==> src/rtl/ptr_window_pkg.sv <==
package ptr_window_pkg;

  typedef enum logic [3:0] {
    CMD_NOP  = 4'd0,
    CMD_RD   = 4'd1,
    CMD_WR   = 4'd2,
    CMD_IRD  = 4'd3,
    CMD_IWR  = 4'd4,
    CMD_LDI  = 4'd5,
    CMD_DSZ  = 4'd6,
    CMD_SETB = 4'd7,
    CMD_CLRB = 4'd8,
    CMD_TSTB = 4'd9
  } cmd_e;

  typedef enum logic [1:0] {
    WK_DATA = 2'd0,
    WK_DEC  = 2'd1,
    WK_SET  = 2'd2,
    WK_CLR  = 2'd3
  } wr_kind_e;

  typedef struct packed {
    logic     indirect;
    logic     ptrIsB;
    logic     ptrUpd;
    logic     ptrDec;
    logic     doWrite;
    wr_kind_e wrKind;
    logic     loadRd;
    logic     rdResult;
    logic     loadSkip;
    logic     loadBit;
  } strobe_t;

  localparam logic [3:0] SLOT_X  = 4'hC;
  localparam logic [3:0] SLOT_SP = 4'hD;
  localparam logic [3:0] SLOT_B  = 4'hE;

endpackage

==> src/rtl/ptr_window_ctrl.sv <==
module ptr_window_ctrl
  import ptr_window_pkg::*;
(
  input  logic       opValid,
  input  logic [3:0] opCode,
  input  logic [7:0] addr,
  input  logic       ptrSel,
  input  logic [1:0] ptrMode,
  output strobe_t    st
);

  logic inWindow;
  logic stepOn;
  cmd_e cmd;

  assign inWindow = (addr[7:4] == 4'hF) && (addr[3:0] != 4'hF);
  assign stepOn   = (ptrMode == 2'd1) || (ptrMode == 2'd2);
  assign cmd      = cmd_e'(opCode);

  always_comb begin
    st = '0;
    if (opValid) begin
      unique case (cmd)
        CMD_RD: begin
          st.loadRd = 1'b1;
        end
        CMD_WR: begin
          st.doWrite = 1'b1;
          st.wrKind  = WK_DATA;
        end
        CMD_IRD, CMD_IWR: begin
          st.indirect = 1'b1;
          st.ptrIsB   = ptrSel;
          st.ptrUpd   = stepOn;
          st.ptrDec   = (ptrMode == 2'd2);
          st.loadRd   = (cmd == CMD_IRD);
          st.doWrite  = (cmd == CMD_IWR);
          st.wrKind   = WK_DATA;
        end
        CMD_LDI: begin
          st.doWrite = inWindow;
          st.wrKind  = WK_DATA;
        end
        CMD_DSZ: begin
          st.doWrite  = inWindow;
          st.wrKind   = WK_DEC;
          st.loadRd   = inWindow;
          st.rdResult = 1'b1;
          st.loadSkip = inWindow;
        end
        CMD_SETB: begin
          st.doWrite = 1'b1;
          st.wrKind  = WK_SET;
        end
        CMD_CLRB: begin
          st.doWrite = 1'b1;
          st.wrKind  = WK_CLR;
        end
        CMD_TSTB: begin
          st.loadBit = 1'b1;
        end
        default: st = '0;
      endcase
    end
  end

endmodule

==> src/rtl/ptr_window_datapath.sv <==
module ptr_window_datapath
  import ptr_window_pkg::*;
#(
  parameter int RAM_BYTES = 64
)(
  input  logic       clk,
  input  logic       rstN,
  input  strobe_t    st,
  input  logic [7:0] addr,
  input  logic [7:0] wrData,
  input  logic [2:0] bitIdx,
  output logic [7:0] rdData,
  output logic       skipFlag,
  output logic       bitFlag
);

  localparam int         RAM_AW   = $clog2(RAM_BYTES);
  localparam logic [8:0] RAM_TOP  = 9'(RAM_BYTES);
  localparam logic [7:0] SP_RESET = 8'(RAM_BYTES - 17);
  localparam int         WIN_SLOTS = 16;

  logic [7:0] ramQ [RAM_BYTES];
  logic [7:0] winQ [WIN_SLOTS];

  logic [3:0] ptrIdx;
  logic [7:0] curPtr;
  logic [7:0] effAddr;
  logic       isRam;
  logic       isWin;
  logic [7:0] curByte;
  logic [7:0] bitMask;
  logic [7:0] wrVal;
  logic       wrRam;
  logic       wrWin;
  logic       selfHit;
  logic [7:0] ptrBase;
  logic [7:0] ptrNext;

  assign ptrIdx  = st.ptrIsB ? SLOT_B : SLOT_X;
  assign curPtr  = winQ[ptrIdx];
  assign effAddr = st.indirect ? curPtr : addr;
  assign isRam   = {1'b0, effAddr} < RAM_TOP;
  assign isWin   = effAddr[7:4] == 4'hF;
  assign bitMask = 8'(8'd1 << bitIdx);

  always_comb begin
    if (isRam)      curByte = ramQ[effAddr[RAM_AW-1:0]];
    else if (isWin) curByte = winQ[effAddr[3:0]];
    else            curByte = 8'h00;
  end

  always_comb begin
    unique case (st.wrKind)
      WK_DATA: wrVal = wrData;
      WK_DEC:  wrVal = curByte - 8'd1;
      WK_SET:  wrVal = curByte | bitMask;
      WK_CLR:  wrVal = curByte & ~bitMask;
      default: wrVal = wrData;
    endcase
  end

  assign wrRam   = st.doWrite && isRam;
  assign wrWin   = st.doWrite && isWin;
  assign selfHit = wrWin && (effAddr[3:0] == ptrIdx);
  assign ptrBase = selfHit ? wrVal : curPtr;
  assign ptrNext = st.ptrDec ? ptrBase - 8'd1 : ptrBase + 8'd1;

  always_ff @(posedge clk) begin
    if (!rstN) begin
      for (int i = 0; i < RAM_BYTES; i++) ramQ[i] <= 8'h00;
    end else if (wrRam) begin
      ramQ[effAddr[RAM_AW-1:0]] <= wrVal;
    end
  end

  for (genvar s = 0; s < WIN_SLOTS; s++) begin : g_slot
    localparam logic [7:0] INIT = (s == int'(SP_SLOT_IDX())) ? SP_RESET : 8'h00;
    always_ff @(posedge clk) begin
      if (!rstN) begin
        winQ[s] <= INIT;
      end else begin
        if (wrWin && (effAddr[3:0] == 4'(s))) winQ[s] <= wrVal;
        if (st.ptrUpd && (ptrIdx == 4'(s)))   winQ[s] <= ptrNext;
      end
    end
  end

  function automatic int SP_SLOT_IDX();
    return int'(SLOT_SP);
  endfunction

  always_ff @(posedge clk) begin
    if (!rstN) begin
      rdData   <= 8'h00;
      skipFlag <= 1'b0;
      bitFlag  <= 1'b0;
    end else begin
      if (st.loadRd) rdData <= st.rdResult ? wrVal : curByte;
      skipFlag <= st.loadSkip && (wrVal == 8'h00);
      bitFlag  <= st.loadBit && ((curByte & bitMask) != 8'h00);
    end
  end

  // Stack pointer leaves reset at its size-dependent value
  assert_sp_reset_R2: assert property (@(posedge clk) disable iff (!rstN)
    $rose(rstN) |-> winQ[SLOT_SP] == SP_RESET);

  // Plain post-increment and post-decrement step from the old pointer
  assert_ptr_inc_R6: assert property (@(posedge clk) disable iff (!rstN)
    (st.ptrUpd && !st.ptrDec && !selfHit) |=>
      winQ[$past(ptrIdx)] == 8'($past(curPtr) + 8'd1));

  assert_ptr_dec_R6: assert property (@(posedge clk) disable iff (!rstN)
    (st.ptrUpd && st.ptrDec && !selfHit) |=>
      winQ[$past(ptrIdx)] == 8'($past(curPtr) - 8'd1));

  // Self-targeted indirect write steps the freshly stored value
  assert_self_step_R7: assert property (@(posedge clk) disable iff (!rstN)
    (st.ptrUpd && selfHit && !st.ptrDec) |=>
      winQ[$past(ptrIdx)] == 8'($past(wrData) + 8'd1));

  // A skip always reports a zero result
  assert_skip_zero_R8: assert property (@(posedge clk) disable iff (!rstN)
    skipFlag |-> rdData == 8'h00);

  // Unmapped addresses read back as zero
  assert_hole_zero_R11: assert property (@(posedge clk) disable iff (!rstN)
    (st.loadRd && !st.rdResult && !isRam && !isWin) |=> rdData == 8'h00);

  // Idle cycles keep the read register
  assert_idle_hold_R12: assert property (@(posedge clk) disable iff (!rstN)
    (st == '0) |=> $stable(rdData));

endmodule

==> src/rtl/ptr_window_mem.sv <==
module ptr_window_mem
  import ptr_window_pkg::*;
#(
  parameter int RAM_BYTES = 64
)(
  input  logic       clk,
  input  logic       rstN,
  input  logic       opValid,
  input  logic [3:0] opCode,
  input  logic [7:0] addr,
  input  logic [7:0] wrData,
  input  logic       ptrSel,
  input  logic [1:0] ptrMode,
  input  logic [2:0] bitIdx,
  output logic [7:0] rdData,
  output logic       skipFlag,
  output logic       bitFlag
);

  strobe_t st;

  ptr_window_ctrl i_ctrl (
    .opValid (opValid),
    .opCode  (opCode),
    .addr    (addr),
    .ptrSel  (ptrSel),
    .ptrMode (ptrMode),
    .st      (st)
  );

  ptr_window_datapath #(.RAM_BYTES(RAM_BYTES)) i_dp (
    .clk      (clk),
    .rstN     (rstN),
    .st       (st),
    .addr     (addr),
    .wrData   (wrData),
    .bitIdx   (bitIdx),
    .rdData   (rdData),
    .skipFlag (skipFlag),
    .bitFlag  (bitFlag)
  );

endmodule

==> config.mk <==
export PLATFORM = sky130hd
export DESIGN_NAME = ptr_window_mem
export DESIGN_NICKNAME = d
export VERILOG_FILES = /design/src/rtl/ptr_window_pkg.sv /design/src/rtl/ptr_window_ctrl.sv /design/src/rtl/ptr_window_datapath.sv /design/src/rtl/ptr_window_mem.sv
export SDC_FILE = /design/constraint.sdc
export NUM_CORES = 1
export LEC_CHECK = 0
export BUFFER_PORTS_ARGS = -buffer_cell sky130_fd_sc_hd__buf_4
export CAP_MARGIN = 5
export CORE_MARGIN = 2
export CORE_UTILIZATION = 35
export CTS_CLUSTER_SIZE = 30
export DETAILED_ROUTE_END_ITERATION = 6
export HOLD_SLACK_MARGIN = 0.1
export PLACE_DENSITY = 0.45
export SYNTH_ARGS = -nofsm -noshare
export SYNTH_HDL_FRONTEND = slang
export SYNTH_HIERARCHICAL = 1
export SYNTH_SLANG_ARGS = --single-unit
==> constraint.sdc <==
create_clock -name clk -period 9.9 [get_ports clk]
set_input_delay 0 -clock clk [delete_from_list [all_inputs] [get_ports clk]]
set_output_delay 0 -clock clk [all_outputs]
set_load 0.01 [all_outputs]
Word level (Yosys, flattened, before mapping)

Memories as Yosys holds them, arrays and structs flattened.
Index checks and enable logic that the tools add are counted.

Register bits after elaboration: 10
Bits in writable memories: 640
Input port bits: 29
Output and inout port bits: 10
Word-level logic and storage cells: 289
Memories: 2

Add/sub/neg operators: 3
$lt $le $gt $ge: 1
Equality and inequality tests: 48
Shift operators: 1
Muxes and demuxes: 149
Bitwise operators: 36
Reductions and logical operators: 46

Memories:

| name      | depth | width | rd ports | clocked after Yosys merged registers in | wr ports | line                      | RTL |
|---|---|---|---|---|---|---|---|
| i_dp.ramQ | 64    | 8     | 1        | 0                                       | 64       | ptr_window_datapath.sv:22 | `logic [7:0] ramQ [RAM_BYTES];` |
| i_dp.winQ | 16    | 8     | 2        | 0                                       | 16       | ptr_window_datapath.sv:23 | `logic [7:0] winQ [WIN_SLOTS];` |

Operators with widths:

| kind                                                                         | number |
|---|---|
| 8-bit 2-to-1 mux                                                             | 39 |
| 1-bit 2-to-1 mux                                                             | 102 |
| 4-bit == test, second input constant                                         | 20 |
| 4-bit by 3-bit == test with 1-bit output, second input constant              | 12 |
| 1-bit logical AND                                                            | 38 |
| 1-bit bitwise OR                                                             | 32 |
| 8-bit case mux with 4 select lines                                           | 1 |
| 4-bit by 2-bit == test with 1-bit output, second input constant              | 6 |
| 3-bit case mux with 6 select lines                                           | 1 |
| 8-bit bitwise AND                                                            | 2 |
| 8-bit by 1-bit subtractor with 8-bit output, second input constant           | 2 |
| 4-bit by 1-bit == test with 1-bit output, second input constant              | 3 |
| 11-bit 2-to-1 mux                                                            | 1 |
| 8-bit by 1-bit adder with 8-bit output, second input constant                | 1 |
| 4-bit zero test                                                              | 2 |
| 8-bit zero test                                                              | 1 |
| 8-bit by 7-bit less-than comparator with 1-bit output, second input constant | 1 |
| 8-bit inverter                                                               | 1 |
| 8-bit bitwise OR                                                             | 1 |
| 8-bit nonzero test                                                           | 1 |
| 8-bit OR reduction                                                           | 1 |
| 1-bit by 3-bit << shifter with 8-bit output, first input constant            | 1 |
| 2-bit == test, second input constant                                         | 3 |
| 6-bit 2-to-1 mux                                                             | 1 |
| other kinds (9)                                                              | 11 |

Depth between registers and ports, before layout

An unclocked memory read counts as a cell.

Depth after elaboration: 16
Gate-level depth with buffers: 32
Mapped depth without buffers: 23

Modules after synthesis

Netlist, hierarchy kept.

By module, submodules not included:

| module              | instances | cells an instance | area each (um2) | sequential area each (um2) |
|---|---|---|---|---|
| ptr_window_datapath | 1         | 2696              | 31336.3         | 19418.6 |
| ptr_window_ctrl     | 1         | 35                | 244.0           | 0.0 |

Worst setup path before layout

OpenSTA, ideal clock, no wires.

Kind: input to register
From: in opCode[0]
To: mem i_dp.winQ[14][7] (data pin)
Library setup time: 0.270 ns
Data arrival time: 5.520 ns
Data required time: 9.630 ns
Slack: 4.110 ns
Cell stages on the path: 31
Buffers on the path: 9
Path through: buf_6 or3b_1 a21oi_2 and2_1 buf_6 mux2_4 buf_4 a21oi_4 buf_2 buf_4 buf_2 nor2_1 a22oi_1 nand3_1 o22ai_1 nor4_4 buf_4 mux2_2 nand2_1 o221ai_1 buf_2 buf_2 mux2i_1 ha_1 and3_1 a31oi_2 o2111ai_1 a21oi_1 xor2_1 mux2i_1 o21ai_0

RTL lines:

| item               | line                      | RTL |
|---|---|---|
| start: declaration | ptr_window_mem.sv:9       | `input logic [3:0] opCode,` |
| end: declaration   | ptr_window_datapath.sv:23 |  |

==> impl_results.html <==
<table>
<tr><th>Metric</th><th>Value</th></tr>
<tr><th colspan="2">Placed design</th></tr>
<tr><td>Worst Setup Slack post-DPL</td><td>between 1.5 and 2 ns</td></tr>
<tr><td>HPWL reported at the end of detailed placement</td><td>around 75,000 um</td></tr>
<tr><td>Weighted congestion at the end of routability-driven global placement</td><td>0.9078</td></tr>
<tr><td>Number of I/O port buffers</td><td>38</td></tr>
<tr><td>Count of placed standard cells including taps</td><td>3,822</td></tr>
<tr><td>Standard cell area after detailed placement</td><td>33,000 um2</td></tr>
<tr><th colspan="2">Worst setup path</th></tr>
<tr><td>Largest driver fanout on the critical path</td><td>23</td></tr>
<tr><td>Worst path required time</td><td>10.25 ns</td></tr>
<tr><td>Most repeated library cell on the critical path</td><td>sky130_fd_sc_hd__mux2i_1</td></tr>
<tr><td>Path length in cells of the critical path</td><td>23</td></tr>
<tr><td>RR Startpoint</td><td>i_dp/winQ[12][2]</td></tr>
<tr><td>CP Launch Type</td><td>primary input</td></tr>
<tr><td>Number of cells on the worst reg-to-reg path</td><td>18</td></tr>
<tr><td>WP buf/inv</td><td>2</td></tr>
<tr><td>Max stage delay cell, worst path</td><td>sky130_fd_sc_hd__nor4_2</td></tr>
<tr><td>Critical Path End Type</td><td>flip-flop</td></tr>
<tr><td>Worst setup endpoint</td><td>i_dp/winQ[14][7]</td></tr>
<tr><td>End of the worst register-to-register path</td><td>i_dp/winQ[14][7]</td></tr>
<tr><td>CP max stage delay</td><td>about 0.94 ns</td></tr>
<tr><td>Critical path startpoint</td><td>opCode[3]</td></tr>
<tr><td>Setup CP Type</td><td>primary input to flip-flop</td></tr>
<tr><td>Cell family with the largest share of critical-path delay</td><td>compound AO/OA/AOI/OAI gates</td></tr>
<tr><td>Arrival @ worst endpoint</td><td>8.48 ns</td></tr>
<tr><td>Critical-path cell list</td><td>dlygate4sd3_1, buf_4, nand2b_1, a21oi_4, and2_1, mux2i_2, o21a_2, nor2_1, a32o_1, or3_1, o311a_1, nor4_2, a31oi_1, o221ai_4, mux2i_1, ha_1, and3_1, a31oi_2, o2111ai_1, a21oi_1, xor2_1, mux2i_1, o21ai_0</td></tr>
<tr><td>Worst R2R Setup Slack</td><td>2.63 ns</td></tr>
<tr><th colspan="2">Clock tree</th></tr>
<tr><td>Number of clock buffers inserted by TritonCTS</td><td>76</td></tr>
<tr><td>TritonCTS clock tree</td><td>built</td></tr>
<tr><td>H-tree depth</td><td>3</td></tr>
<tr><td>Number of buffers on the longest clock path</td><td>3</td></tr>
<tr><td>Clock root buffer master</td><td>sky130_fd_sc_hd__clkbuf_16</td></tr>
<tr><td>Later-pin clock latency in the skew report</td><td>0.64 ns</td></tr>
<tr><td>Post-CTS Setup Inserts</td><td>0</td></tr>
<tr><td>Clk slew on worst S/H paths</td><td>0.05 ns</td></tr>
<tr><td>Cells resized by post-CTS repair</td><td>0</td></tr>
<tr><td>Clock sinks</td><td>between 600 and 700</td></tr>
<tr><th colspan="2">Synth</th></tr>
<tr><td>Asr flop ratio synth</td><td>0%</td></tr>
<tr><td>Most frequent cell after synthesis</td><td>sky130_fd_sc_hd__edfxtp_1</td></tr>
<tr><td>Avg Cell Area, Syn</td><td>11.56 um2</td></tr>
<tr><td>Gate count of the mapped netlist</td><td>between 2,000 and 3,000</td></tr>
<tr><td>Number of library cell types mapped by synthesis</td><td>93</td></tr>
<tr><td>Total number of yosys warnings</td><td>6</td></tr>
<tr><td>Synthesized netlist net count</td><td>2,769</td></tr>
<tr><td>Most instantiated flip-flop cell in the synthesis netlist</td><td>sky130_fd_sc_hd__edfxtp_1</td></tr>
<tr><td>Cell area after synthesis</td><td>31,580 um2</td></tr>
<tr><td>Yosys top cell by area</td><td>sky130_fd_sc_hd__edfxtp_1</td></tr>
<tr><td>Number of enable flip-flop cells after synthesis</td><td>640</td></tr>
<tr><td>Commonest cells in the synthesized netlist</td><td>sky130_fd_sc_hd__edfxtp_1 (640), sky130_fd_sc_hd__nor2_1 (633), sky130_fd_sc_hd__nand2_1 (348)</td></tr>
<tr><td>Post-synth top area share</td><td>60.86%</td></tr>
<tr><td>Portion of the post-synthesis area used by sequential elements</td><td>61.49%</td></tr>
<tr><td>FF+latch count, synth</td><td>650</td></tr>
<tr><td>Cell types with the largest area share after synthesis</td><td>sky130_fd_sc_hd__edfxtp_1 (61%), sky130_fd_sc_hd__nor2_1 (7.5%), sky130_fd_sc_hd__mux2i_1 (5.6%)</td></tr>
<tr><th colspan="2">Global route</th></tr>
<tr><td>Initial antenna violation count</td><td>2</td></tr>
<tr><td>First-pass GRT wire length</td><td>about 160,000 um</td></tr>
<tr><td>GRT Overall Usage</td><td>about 24%</td></tr>
<tr><td>Maximum number of pins on one net before global-route repair</td><td>69</td></tr>
<tr><td>Number of global-route vias before repair</td><td>around 22,000</td></tr>
<tr><td>Residual overflow from global routing</td><td>0</td></tr>
<tr><th colspan="2">STA</th></tr>
<tr><td>Final worst path period share</td><td>82.06%</td></tr>
<tr><td>Final clock skew</td><td>around 0.03 ns</td></tr>
<tr><td>Number of setup violations in the final report</td><td>0</td></tr>
<tr><td>Final critical path time including I/O delays and setup</td><td>between 8 and 9 ns</td></tr>
<tr><td>Final Hold Viols</td><td>0</td></tr>
<tr><td>Worst hold margin</td><td>0.1918 ns</td></tr>
<tr><td>Sum Neg Setup Slack</td><td>0 ns</td></tr>
<tr><td>Relative slew slack</td><td>less than 1%</td></tr>
<tr><td>Crit path setup slack, layout</td><td>~1.8 ns</td></tr>
<tr><td>Max-slew violation total from the final report</td><td>0</td></tr>
<tr><td>Peak Freq</td><td>0.1231 GHz</td></tr>
<tr><td>RSZ-0062 raised after global routing</td><td>no</td></tr>
<tr><td>Least-Margin Pin Slew</td><td>1.477 ns</td></tr>
<tr><th colspan="2">Pwr</th></tr>
<tr><td>Reported leakage power</td><td>around 13 nW</td></tr>
<tr><td>Fraction of power consumed by combinational cells</td><td>a little over a tenth</td></tr>
<tr><td>Internal power of the cells</td><td>4.946 mW</td></tr>
<tr><td>Clk network pwr share</td><td>42.1%</td></tr>
<tr><td>Net load switching power</td><td>roughly 1.8 mW</td></tr>
<tr><td>Power per standard cell area</td><td>188.3 nW/um2</td></tr>
<tr><td>Proportion of total power due to net switching</td><td>roughly a quarter</td></tr>
<tr><td>Maximum ir drop on the vdd rail</td><td>124.0 uV</td></tr>
<tr><td>Seq pwr share</td><td>between 40% and 50%</td></tr>
<tr><th colspan="2">Die</th></tr>
<tr><td>Starting density of the core</td><td>35.19%</td></tr>
<tr><td>Number of primary I/O pins</td><td>39</td></tr>
<tr><td>Area enclosed by the die boundary</td><td>roughly 93,000 um2</td></tr>
<tr><td>Die width</td><td>304.4 um</td></tr>
<tr><td>Core box area</td><td>89,740 um2</td></tr>
<tr><td>Chip Height</td><td>roughly 300 um</td></tr>
<tr><td>Row Count</td><td>110</td></tr>
<tr><th colspan="2">Cells and area</th></tr>
<tr><td>Finished Layout Cells</td><td>3,971</td></tr>
<tr><td>Count of antenna diodes in the layout</td><td>0</td></tr>
<tr><td>Final design area excluding fillers</td><td>35,570 um2</td></tr>
<tr><td>Nets</td><td>about 2,800</td></tr>
<tr><td>Area added between synthesis and finish</td><td>12.62%</td></tr>
<tr><td>Fraction of final layout cells sized beyond drive strength 1</td><td>about 14%</td></tr>
<tr><th colspan="2">Drt</th></tr>
<tr><td>Number of design rule violations left after detail routing</td><td>0</td></tr>
<tr><td>Routed via count divided by cell count</td><td>5.728</td></tr>
<tr><td>Final wirelength</td><td>~110,000 um</td></tr>
<tr><td>Detailed-route wire length per cell</td><td>28.72 um</td></tr>
<tr><td>Iter 0 DRT Violations</td><td>2,570</td></tr>
<tr><td>Number of iterations in the first detailed-routing pass</td><td>6</td></tr>
<tr><td>Post-detailed-route count of antenna-violating nets</td><td>0</td></tr>
<tr><td>Vias after detailed routing</td><td>22,746</td></tr>
<tr><th colspan="2">Flow run</th></tr>
<tr><td>Maxcap violations</td><td>1</td></tr>
<tr><th colspan="2">Status</th></tr>
<tr><td>Status</td><td>finished, violations left</td></tr>
<tr><td>Violations in the final reports</td><td>capacitance limit</td></tr>
<tr><th colspan="2">Worst hold path</th></tr>
<tr><td>Hold Path Class</td><td>primary input to flip-flop</td></tr>
</table>
## worst min path at each step
stage	slack (ns)	end	start	cells after the start
final	0.19	i_dp/winQ[12][7]	wrData[7]	5
after global routing	0.24	i_dp/rdData[1]	wrData[1]	7
after CTS	0.17	i_dp/winQ[12][7]	wrData[7]	5
after detailed placement	0.36	i_dp/rdData[5]	rstN	3
after global placement	0.36	i_dp/rdData[6]	rstN	3
after floorplan	0.20	i_dp/bitFlag	bitIdx[2]	3
## kinds of logic after synthesis
logic type / synth area share, %
XOR/XNOR: 0.2655
adder cells (fa/ha/maj): 0.3804
AO/OA/AOI/OAI: 7.405
buffers and inverters: 4.112
multiplexers: 9.136
flip-flops: 61.49
AND/OR/NAND/NOR: 17.21
## power by group through the flow
stage	Combinational [mW]	Clock (mW)	Sequential [mW]
3_5_place_dp	0.727	0	3.20
6_report	0.734	2.82	3.14
3_3_place_gp	0.725	0	3.20
4_1_cts	0.733	2.87	3.14
5_1_grt	0.768	2.98	3.15
2_1_floorplan	0.443	0	3.18
## placed cells by master, fill, tap and decap left out, types with 6 or more instances in the layout
cell	instances
sky130_fd_sc_hd__a211oi_1	70
sky130_fd_sc_hd__a21o_1	9
sky130_fd_sc_hd__a21oi_1	35
sky130_fd_sc_hd__a22oi_1	20
sky130_fd_sc_hd__a311oi_1	6
sky130_fd_sc_hd__a31oi_1	20
sky130_fd_sc_hd__a32oi_1	10
sky130_fd_sc_hd__and2_1	9
sky130_fd_sc_hd__and4_1	6
sky130_fd_sc_hd__buf_4	109
sky130_fd_sc_hd__bufinv_16	8
sky130_fd_sc_hd__clkbuf_1	15
sky130_fd_sc_hd__clkbuf_16	78
sky130_fd_sc_hd__clkinv_1	16
sky130_fd_sc_hd__clkinv_2	11
sky130_fd_sc_hd__dfxtp_1	10
sky130_fd_sc_hd__dlygate4sd3_1	12
sky130_fd_sc_hd__edfxtp_1	640
sky130_fd_sc_hd__ha_1	8
sky130_fd_sc_hd__inv_1	39
sky130_fd_sc_hd__mux2_2	13
sky130_fd_sc_hd__mux2i_1	176
sky130_fd_sc_hd__mux4_2	37
sky130_fd_sc_hd__nand2_1	347
sky130_fd_sc_hd__nand3_1	105
sky130_fd_sc_hd__nand4_1	26
sky130_fd_sc_hd__nor2_1	630
sky130_fd_sc_hd__nor2_2	74
sky130_fd_sc_hd__nor3_1	17
sky130_fd_sc_hd__nor4_1	7
sky130_fd_sc_hd__nor4_4	6
sky130_fd_sc_hd__o211ai_1	13
sky130_fd_sc_hd__o21ai_0	34
sky130_fd_sc_hd__o21ai_1	6
sky130_fd_sc_hd__o22ai_1	25
## routing by layer
metal / track usage [%] / vias up / share of wire [%]
li1: - / 9938 / -
met1: 34.07 / 11597 / 43
met2: 37.76 / 1002 / 46
met3: 4.130 / 207 / 7.5
met4: 8.911 / 2 / 3.6
met5: 0 / - / 0.0088
## worst reg2reg max path, stage by stage, from the launching register on
cell and delay [ns]:
sky130_fd_sc_hd__edfxtp_1 0.43, sky130_fd_sc_hd__mux2i_2 0.53, sky130_fd_sc_hd__o21a_2 0.77, sky130_fd_sc_hd__nor2_1 0.45
sky130_fd_sc_hd__a32o_1 0.37, sky130_fd_sc_hd__or3_1 0.37, sky130_fd_sc_hd__o311a_1 0.28, sky130_fd_sc_hd__nor4_2 0.94
sky130_fd_sc_hd__a31oi_1 0.27, sky130_fd_sc_hd__o221ai_4 0.58, sky130_fd_sc_hd__mux2i_1 0.19, sky130_fd_sc_hd__ha_1 0.37
sky130_fd_sc_hd__and3_1 0.18, sky130_fd_sc_hd__a31oi_2 0.26, sky130_fd_sc_hd__o2111ai_1 0.16, sky130_fd_sc_hd__a21oi_1 0.27
sky130_fd_sc_hd__xor2_1 0.21, sky130_fd_sc_hd__mux2i_1 0.25, sky130_fd_sc_hd__o21ai_0 0.10
## sequential cells by signal, summed over array words and instances (netlist names)
register       cells
i_dp/skipFlag      1
i_dp/ramQ        512
i_dp/winQ        128
i_dp/rdData        8
i_dp/bitFlag       1
## through the flow
step	util, %	power (mW)
final	39.63	6.696
after floorplan	-	3.624
after global placement	36.78	3.925
after global routing	39.63	6.895
after CTS	39.63	6.748
after detailed placement	36.78	3.927
## timing repair
item / in CTS / in global routing
endpoints found under the setup margin: 0 / 0
endpoints found under the hold margin: 10 / 0
hold buffers: 12 / 0
## area by class of cell
cell class                 count  area (um2)
tap                         1176        1471
timing repair buffer         126        1039
sequential                   650       19420
inverter                      40       150.1
clock buffer                  93        2008
multi-input combinational   1842       11040
fill                        8688       54170
clock inverter                44       436.7
Note: power is estimated with default switching activity, not from simulation.
